===== src/rtl/boolbit_pkg.sv =====
package boolbit_pkg;
  localparam int BYTE_W = 8;
  localparam int IDX_W  = $clog2(BYTE_W);

  typedef enum logic [3:0] {
    OP_NOP     = 4'd0,
    OP_SET     = 4'd1,
    OP_CLEAR   = 4'd2,
    OP_TOGGLE  = 4'd3,
    OP_LOADC   = 4'd4,
    OP_STOREC  = 4'd5,
    OP_ORC     = 4'd6,
    OP_ORNC    = 4'd7,
    OP_ANDC    = 4'd8,
    OP_ANDNC   = 4'd9,
    OP_XORC    = 4'd10,
    OP_XORNC   = 4'd11,
    OP_JSET    = 4'd12,
    OP_JCLR    = 4'd13,
    OP_JSETCLR = 4'd14,
    OP_RSVD    = 4'd15
  } bitOp_e;

  typedef enum logic [1:0] {
    NB_ONE,
    NB_ZERO,
    NB_INV,
    NB_CARRY
  } newBit_e;

  typedef enum logic [1:0] {
    CF_LOAD,
    CF_OR,
    CF_AND,
    CF_XOR
  } carryFn_e;

  typedef struct packed {
    logic     writeBit;
    logic     writeIfSet;
    newBit_e  newBitSel;
    logic     carryUpd;
    carryFn_e carryFn;
    logic     invertBit;
    logic     jump;
    logic     jumpOnSet;
  } strobes_t;
endpackage


===== src/rtl/boolbit_addrmap.sv =====
module boolbit_addrmap
  import boolbit_pkg::*;
#(
  parameter logic [BYTE_W-1:0] RAM_BASE   = 8'h20,
  parameter logic [BYTE_W-1:0] CARRY_ADDR = 8'hD7
) (
  input  logic [BYTE_W-1:0] bitAddr,
  output logic [BYTE_W-1:0] byteAddr,
  output logic [IDX_W-1:0]  bitIdx,
  output logic              isCarry
);
  localparam int ROW_W = BYTE_W - IDX_W;

  logic [ROW_W-1:0]  row;
  logic [BYTE_W-1:0] lowByte;
  logic [BYTE_W-1:0] highByte;

  assign row      = bitAddr[BYTE_W-1:IDX_W];
  assign lowByte  = RAM_BASE + BYTE_W'({1'b0, row[ROW_W-2:0]});
  assign highByte = {row, {IDX_W{1'b0}}};

  always_comb begin
    if (bitAddr[BYTE_W-1]) byteAddr = highByte;
    else                   byteAddr = lowByte;
  end

  assign bitIdx  = bitAddr[IDX_W-1:0];
  assign isCarry = (bitAddr == CARRY_ADDR);
endmodule


===== src/rtl/boolbit_ctrl.sv =====
module boolbit_ctrl
  import boolbit_pkg::*;
(
  input  logic [3:0] opCode,
  output strobes_t   stb
);
  bitOp_e op;
  assign op = bitOp_e'(opCode);

  always_comb begin
    stb = '0;
    stb.newBitSel = NB_ONE;
    stb.carryFn   = CF_LOAD;
    unique case (op)
      OP_SET:     begin stb.writeBit = 1'b1; stb.newBitSel = NB_ONE;   end
      OP_CLEAR:   begin stb.writeBit = 1'b1; stb.newBitSel = NB_ZERO;  end
      OP_TOGGLE:  begin stb.writeBit = 1'b1; stb.newBitSel = NB_INV;   end
      OP_STOREC:  begin stb.writeBit = 1'b1; stb.newBitSel = NB_CARRY; end
      OP_LOADC:   begin stb.carryUpd = 1'b1; stb.carryFn = CF_LOAD; end
      OP_ORC:     begin stb.carryUpd = 1'b1; stb.carryFn = CF_OR;  end
      OP_ORNC:    begin stb.carryUpd = 1'b1; stb.carryFn = CF_OR;  stb.invertBit = 1'b1; end
      OP_ANDC:    begin stb.carryUpd = 1'b1; stb.carryFn = CF_AND; end
      OP_ANDNC:   begin stb.carryUpd = 1'b1; stb.carryFn = CF_AND; stb.invertBit = 1'b1; end
      OP_XORC:    begin stb.carryUpd = 1'b1; stb.carryFn = CF_XOR; end
      OP_XORNC:   begin stb.carryUpd = 1'b1; stb.carryFn = CF_XOR; stb.invertBit = 1'b1; end
      OP_JSET:    begin stb.jump = 1'b1; stb.jumpOnSet = 1'b1; end
      OP_JCLR:    begin stb.jump = 1'b1; stb.jumpOnSet = 1'b0; end
      OP_JSETCLR: begin
        stb.jump       = 1'b1;
        stb.jumpOnSet  = 1'b1;
        stb.writeIfSet = 1'b1;
        stb.newBitSel  = NB_ZERO;
      end
      default: ;
    endcase
  end
endmodule


===== src/rtl/boolbit_dp.sv =====
module boolbit_dp
  import boolbit_pkg::*;
#(
  parameter logic [BYTE_W-1:0] CARRY_ADDR = 8'hD7
) (
  input  logic              clk,
  input  logic              rst_n,
  input  logic              opValid,
  input  strobes_t          stb,
  input  logic [BYTE_W-1:0] byteAddr,
  input  logic [IDX_W-1:0]  bitIdx,
  input  logic              isCarry,
  input  logic [BYTE_W-1:0] rdData,
  output logic              wrEn,
  output logic [BYTE_W-1:0] wrAddr,
  output logic [BYTE_W-1:0] wrData,
  output logic              carry,
  output logic              jumpValid,
  output logic              jumpTaken
);
  localparam int CARRY_IDX = int'(CARRY_ADDR) % BYTE_W;

  logic              fwdHit;
  logic [BYTE_W-1:0] curByte;
  logic              bitVal;
  logic              operand;
  logic              newBit;
  logic              doWrite;
  logic [BYTE_W-1:0] newByte;
  logic              carryNext;
  logic [BYTE_W-1:0] oldByteQ;

  // Forward the registered write when the next read targets the same byte
  assign fwdHit  = wrEn && (wrAddr == byteAddr);
  assign curByte = fwdHit ? wrData : rdData;
  assign bitVal  = isCarry ? carry : curByte[bitIdx];
  assign operand = bitVal ^ stb.invertBit;

  always_comb begin
    unique case (stb.newBitSel)
      NB_ONE:   newBit = 1'b1;
      NB_ZERO:  newBit = 1'b0;
      NB_INV:   newBit = ~bitVal;
      NB_CARRY: newBit = carry;
      default:  newBit = 1'b0;
    endcase
  end

  assign doWrite = opValid && (stb.writeBit || (stb.writeIfSet && bitVal));

  always_comb begin
    newByte         = curByte;
    newByte[bitIdx] = newBit;
  end

  always_comb begin
    carryNext = carry;
    if (opValid) begin
      if (isCarry && doWrite) begin
        carryNext = newBit;
      end else if (stb.carryUpd) begin
        unique case (stb.carryFn)
          CF_LOAD: carryNext = operand;
          CF_OR:   carryNext = carry | operand;
          CF_AND:  carryNext = carry & operand;
          CF_XOR:  carryNext = carry ^ operand;
          default: carryNext = carry;
        endcase
      end
    end
  end

  always_ff @(posedge clk or negedge rst_n) begin
    if (!rst_n) begin
      wrEn      <= 1'b0;
      wrAddr    <= '0;
      wrData    <= '0;
      oldByteQ  <= '0;
      carry     <= 1'b0;
      jumpValid <= 1'b0;
      jumpTaken <= 1'b0;
    end else begin
      wrEn      <= doWrite;
      carry     <= carryNext;
      jumpValid <= opValid && stb.jump;
      jumpTaken <= opValid && stb.jump && (bitVal == stb.jumpOnSet);
      if (doWrite) begin
        wrAddr   <= byteAddr;
        wrData   <= newByte;
        oldByteQ <= curByte;
      end
    end
  end

  // a write changes at most one bit of the byte it read
  p_single_bit_r3: assert property (@(posedge clk) disable iff (!rst_n)
    wrEn |-> ($countones(wrData ^ oldByteQ) <= 1));

  // plain bit tests never write
  p_test_no_write_r6: assert property (@(posedge clk) disable iff (!rst_n)
    (opValid && stb.jump && !stb.writeIfSet) |=> !wrEn);

  // the test-and-clear form writes exactly when it jumps
  p_jbc_write_r7: assert property (@(posedge clk) disable iff (!rst_n)
    (opValid && stb.writeIfSet) |=> (wrEn == jumpTaken) && jumpValid);

  // writing the carry bit keeps the flag and the status byte in step
  p_carry_alias_r8: assert property (@(posedge clk) disable iff (!rst_n)
    (opValid && isCarry && doWrite) |=> (carry == wrData[CARRY_IDX]));

  // an idle cycle has no effect
  p_idle_r10: assert property (@(posedge clk) disable iff (!rst_n)
    !opValid |=> (!wrEn && !jumpValid && $stable(carry)));
endmodule


===== src/rtl/boolbit_unit.sv =====
module boolbit_unit
  import boolbit_pkg::*;
#(
  parameter logic [7:0] RAM_BASE   = 8'h20,
  parameter logic [7:0] CARRY_ADDR = 8'hD7
) (
  input  logic       clk,
  input  logic       rst_n,
  input  logic       opValid,
  input  logic [3:0] opCode,
  input  logic [7:0] bitAddr,
  output logic [7:0] rdAddr,
  input  logic [7:0] rdData,
  output logic       wrEn,
  output logic [7:0] wrAddr,
  output logic [7:0] wrData,
  output logic       carry,
  output logic       jumpValid,
  output logic       jumpTaken
);
  strobes_t          stb;
  logic [IDX_W-1:0]  bitIdx;
  logic              isCarry;

  boolbit_addrmap #(.RAM_BASE(RAM_BASE), .CARRY_ADDR(CARRY_ADDR)) map_i (
    .bitAddr (bitAddr),
    .byteAddr(rdAddr),
    .bitIdx  (bitIdx),
    .isCarry (isCarry)
  );

  boolbit_ctrl ctrl_i (
    .opCode(opCode),
    .stb   (stb)
  );

  boolbit_dp #(.CARRY_ADDR(CARRY_ADDR)) dp_i (
    .clk      (clk),
    .rst_n    (rst_n),
    .opValid  (opValid),
    .stb      (stb),
    .byteAddr (rdAddr),
    .bitIdx   (bitIdx),
    .isCarry  (isCarry),
    .rdData   (rdData),
    .wrEn     (wrEn),
    .wrAddr   (wrAddr),
    .wrData   (wrData),
    .carry    (carry),
    .jumpValid(jumpValid),
    .jumpTaken(jumpTaken)
  );

  // low bit addresses land in the sixteen-byte RAM window
  p_low_map_r1: assert property (@(posedge clk) disable iff (!rst_n)
    (opValid && !bitAddr[7]) |-> (rdAddr >= RAM_BASE) && (rdAddr < RAM_BASE + 8'd16));

  // high bit addresses land on register bytes that are multiples of 8
  p_high_map_r2: assert property (@(posedge clk) disable iff (!rst_n)
    (opValid && bitAddr[7]) |-> (rdAddr[2:0] == 3'b000) && rdAddr[7]);
endmodule


===== config.mk =====
export PLATFORM = sky130hd
export DESIGN_NAME = boolbit_unit
export DESIGN_NICKNAME = d
export VERILOG_FILES = /design/src/rtl/boolbit_pkg.sv /design/src/rtl/boolbit_addrmap.sv /design/src/rtl/boolbit_ctrl.sv /design/src/rtl/boolbit_dp.sv /design/src/rtl/boolbit_unit.sv
export SDC_FILE = /design/constraint.sdc
export NUM_CORES = 1
export LEC_CHECK = 0
export CORE_MARGIN = 4
export CORE_UTILIZATION = 50
export CTS_BUF_LIST = sky130_fd_sc_hd__clkbuf_8
export DETAILED_ROUTE_END_ITERATION = 6
export PLACE_DENSITY = 0.82
export SETUP_SLACK_MARGIN = 0.2
export SYNTH_ARGS = -nofsm -noshare
export SYNTH_HDL_FRONTEND = slang
export SYNTH_HIERARCHICAL = 1
export SYNTH_SLANG_ARGS = --single-unit

===== constraint.sdc =====
create_clock -name clk -period 6.9 [get_ports clk]
set_input_delay 1.035 -clock clk [delete_from_list [all_inputs] [get_ports clk]]
set_output_delay 1.035 -clock clk [all_outputs]
set_load 0.01 [all_outputs]

==> impl_metrics.ini <==
[setup_path]
crit_arrival_ns = 4.89
startpoint = bitAddr[7]
path_max_fanout = 18
timing.rr.start = dp_i/wrAddr[6]$_DFFE_PN0P_
r2r-end = dp_i/carry$_DFFE_PN0P_
rr_worst_depth = 12
crit_type = primary input to flop
crit_path_end_kind = flop
start_kind = primary input
cp.required_ns = 7.05
r2r_setup_slack_ns = 3.63

[layout]
area_delta_synth_final_pct = 29.1
drive_gt1_frac = 0.126
fillerInstances = 280
layout_commonest_cell = clkdlybuf4s50_1
multi_input_area_um2 = 1100
antenna_cells = 0
fin_cells = 284
num-nets-final = 263
regArea_um2 = 500
final_cell_mix = clkdlybuf4s50_1 (50), a21oi_1 (25), dfrtp_1 (20), o21ai_0 (13), nand2_1 (13)

[die]
ios = 51
die_w_um = 66.9
fp.coreArea_um2 = 3340
die_y_um = 66.9
fp-row-count = 21
initial_utilization = 0.519
die_area_um2 = 4470

[timing]
finClkSkew_ns = 0.00675
drv_slew = 0
final.setup.tns_ns = 0
final-setup-viol-count = 0
fin_hold_ws_ns = 0.554
max_freq_mhz = 211
relSlewSlack = 0.348
worst_pin_slew_ns = 0.972
fin_crit_ns = 4.74
finalHoldViolations = 0
period_share = 0.688
grt_setup_unrepaired = no

[synth]
ys_ff_latch = 20
yosys-top-cells-area = dfrtp_1 (29%), a21oi_1 (7.2%), mux2_2 (5.9%)
synth_area_per_cell_um2 = 8.75
yosysWarnings = 6
synth_area_um2 = 1730
seq_area_frac_synth = 0.289
ys_types = 47
synth_area_leader_cell = dfrtp_1
synth_edf_count = 0
async_flop_share = 1.00
netlist_instances = 198
yosysTopAreaCellShare = 0.289
synth-main-ff-cell = dfrtp_1
syn_nets = 222

[drt]
drc = 0
drt-vias-per-instance = 5.61
dr.first_iter.drc_count = 83
ant_nets = 0
wl_per_cell_um = 14.2
wl_um = 4030
vias = 1594
drtPass1Iterations = 4

[clock_network]
ctsHoldBuffers = 0
postCtsSetupBuffers = 0
clock-sinks = 20
cts_made_buffers = 3
root_buffer = clkbuf_8
clk_latency_ns = 0.26
cts_tree = done
cts_resized = 0
clockBufferDepth = 2
htree_levels = 1
cts.clk_slew.worst_paths_ns = 0.07

[global_routing]
grt_remaining_overflow = 0
grt_max_degree = 26
track_usage = 0.192
grt_pass1_vias = 1442
grt_antenna_before_repair = 0
grt_pass1_wl_um = 6730

[pwr]
leakagePower_uw = 0.000851
p_comb_frac = 0.442
clkPwrFrac = 0.186
power_density_nw_per_um2 = 211
p_seq_frac = 0.372
vdd_drop_max_uv = 157
switching_share = 0.324
internal_power_uw = 320
p_sw_uw = 153

[worst_hold_path]
holdCritStartpoint = dp_i/wrAddr[1]$_DFFE_PN0P_
hold_end = dp_i/wrAddr[1]$_DFFE_PN0P_
min_path_cells = 1
hold_class = flop to flop

[place]
dpl.hpwl_um = 3000
gp_congestion = 0.880
port_buffers = 50
post-place-cells = 280

[run_status]
status = finished clean

[flow_run]
drv_cap = 0
## logic make-up after synthesis
group	share of synthesized area
AOI/OAI and AO/OA	0.243
and+or+nand+nor	0.214
buffers and inverters	0.0780
DFF	0.289
muxes	0.113
xor gates and xnor gates	0.0556
adders and majority gates	0.00722
## sequential cells by signal (all words and copies together), names as in the netlist
| signal | count |
|---|---|
| dp_i/wrAddr | 8 |
| dp_i/wrData | 8 |
| dp_i/carry | 1 |
| dp_i/jumpTaken | 1 |
| dp_i/jumpValid | 1 |
| dp_i/wrEn | 1 |
## synthesized netlist by cell type, drive strengths merged (2+ instances only)
master / number
and2: 4
nand2: 13
mux2i: 5
nor3b: 3
mux2: 12
nand2b: 7
nand4: 3
inv: 7
xnor2: 11
o211ai: 2
nor2: 10
a21boi: 3
a21oi: 26
o21ai: 13
a21o: 2
clkbuf: 2
dfrtp: 20
buf: 12
nor3: 6
nand3b: 2
o31ai: 3
o22ai: 4
o21a: 2
a211oi: 2
and2b: 3
nand3: 7
o41ai: 2
## power groups by stage
| stage | Clock [µW] | Sequential, µW | Combinational (µW) |
|---|---|---|---|
| after global placement | 0 | 178 | 207 |
| after global routing | 96.5 | 180 | 227 |
| after floorplan | 0 | 187 | 102 |
| after detailed placement | 0 | 178 | 209 |
| final | 87.8 | 176 | 209 |
| after CTS | 91.1 | 176 | 210 |
## worst max path at each step
stage                                        end  depth (start not counted)
after floorplan           dp_i/carry$_DFFE_PN0P_                         13
after global placement    dp_i/carry$_DFFE_PN0P_                         14
after detailed placement  dp_i/carry$_DFFE_PN0P_                         14
after CTS                 dp_i/carry$_DFFE_PN0P_                         14
after global routing      dp_i/carry$_DFFE_PN0P_                         14
final                     dp_i/carry$_DFFE_PN0P_                         14
## critical path, stage by stage
cell             delay (ns)
clkdlybuf4s50_1        0.69
mux2_2                 0.42
xnor2_1                0.17
nand3_1                0.10
nor3_2                 0.78
nand3_1                0.43
nand3_1                0.32
xnor2_1                0.15
ha_1                   0.25
mux2i_1                0.14
nand2_1                0.09
o41ai_1                0.07
o22a_1                 0.18
o22ai_1                0.06
## final cells by class
| type | count | share of cell area |
|---|---|---|
| tap | 46 | 0.0257 |
| timing repair buffer | 50 | 0.224 |
| multi-input combinational | 157 | 0.490 |
| sequential | 20 | 0.224 |
| inverter | 7 | 0.0118 |
| clock buffer | 4 | 0.0246 |
## through the flow
step,worst slack [ns],power [µW],area [µm²],utilization
final,2.16,473,2240,0.670
after global routing,1.85,504,2240,0.670
after CTS,2.19,478,2240,0.670
after detailed placement,1.92,386,2180,0.654
after global placement,2.07,384,2180,0.654
after floorplan,3.39,289,1730,-
## routing by layer
layer | up-vias | track usage | routed length [µm] | part of all wire
met4 | 0 | 0.0304 | 20 | 0.0050
met3 | 4 | 0.0337 | 248 | 0.061
li1 | 801 | - | - | -
met1 | 736 | 0.267 | 1930 | 0.48
met2 | 53 | 0.314 | 1830 | 0.45
met5 | - | 0 | 0 | 0
(Power assumes the default switching activity.)
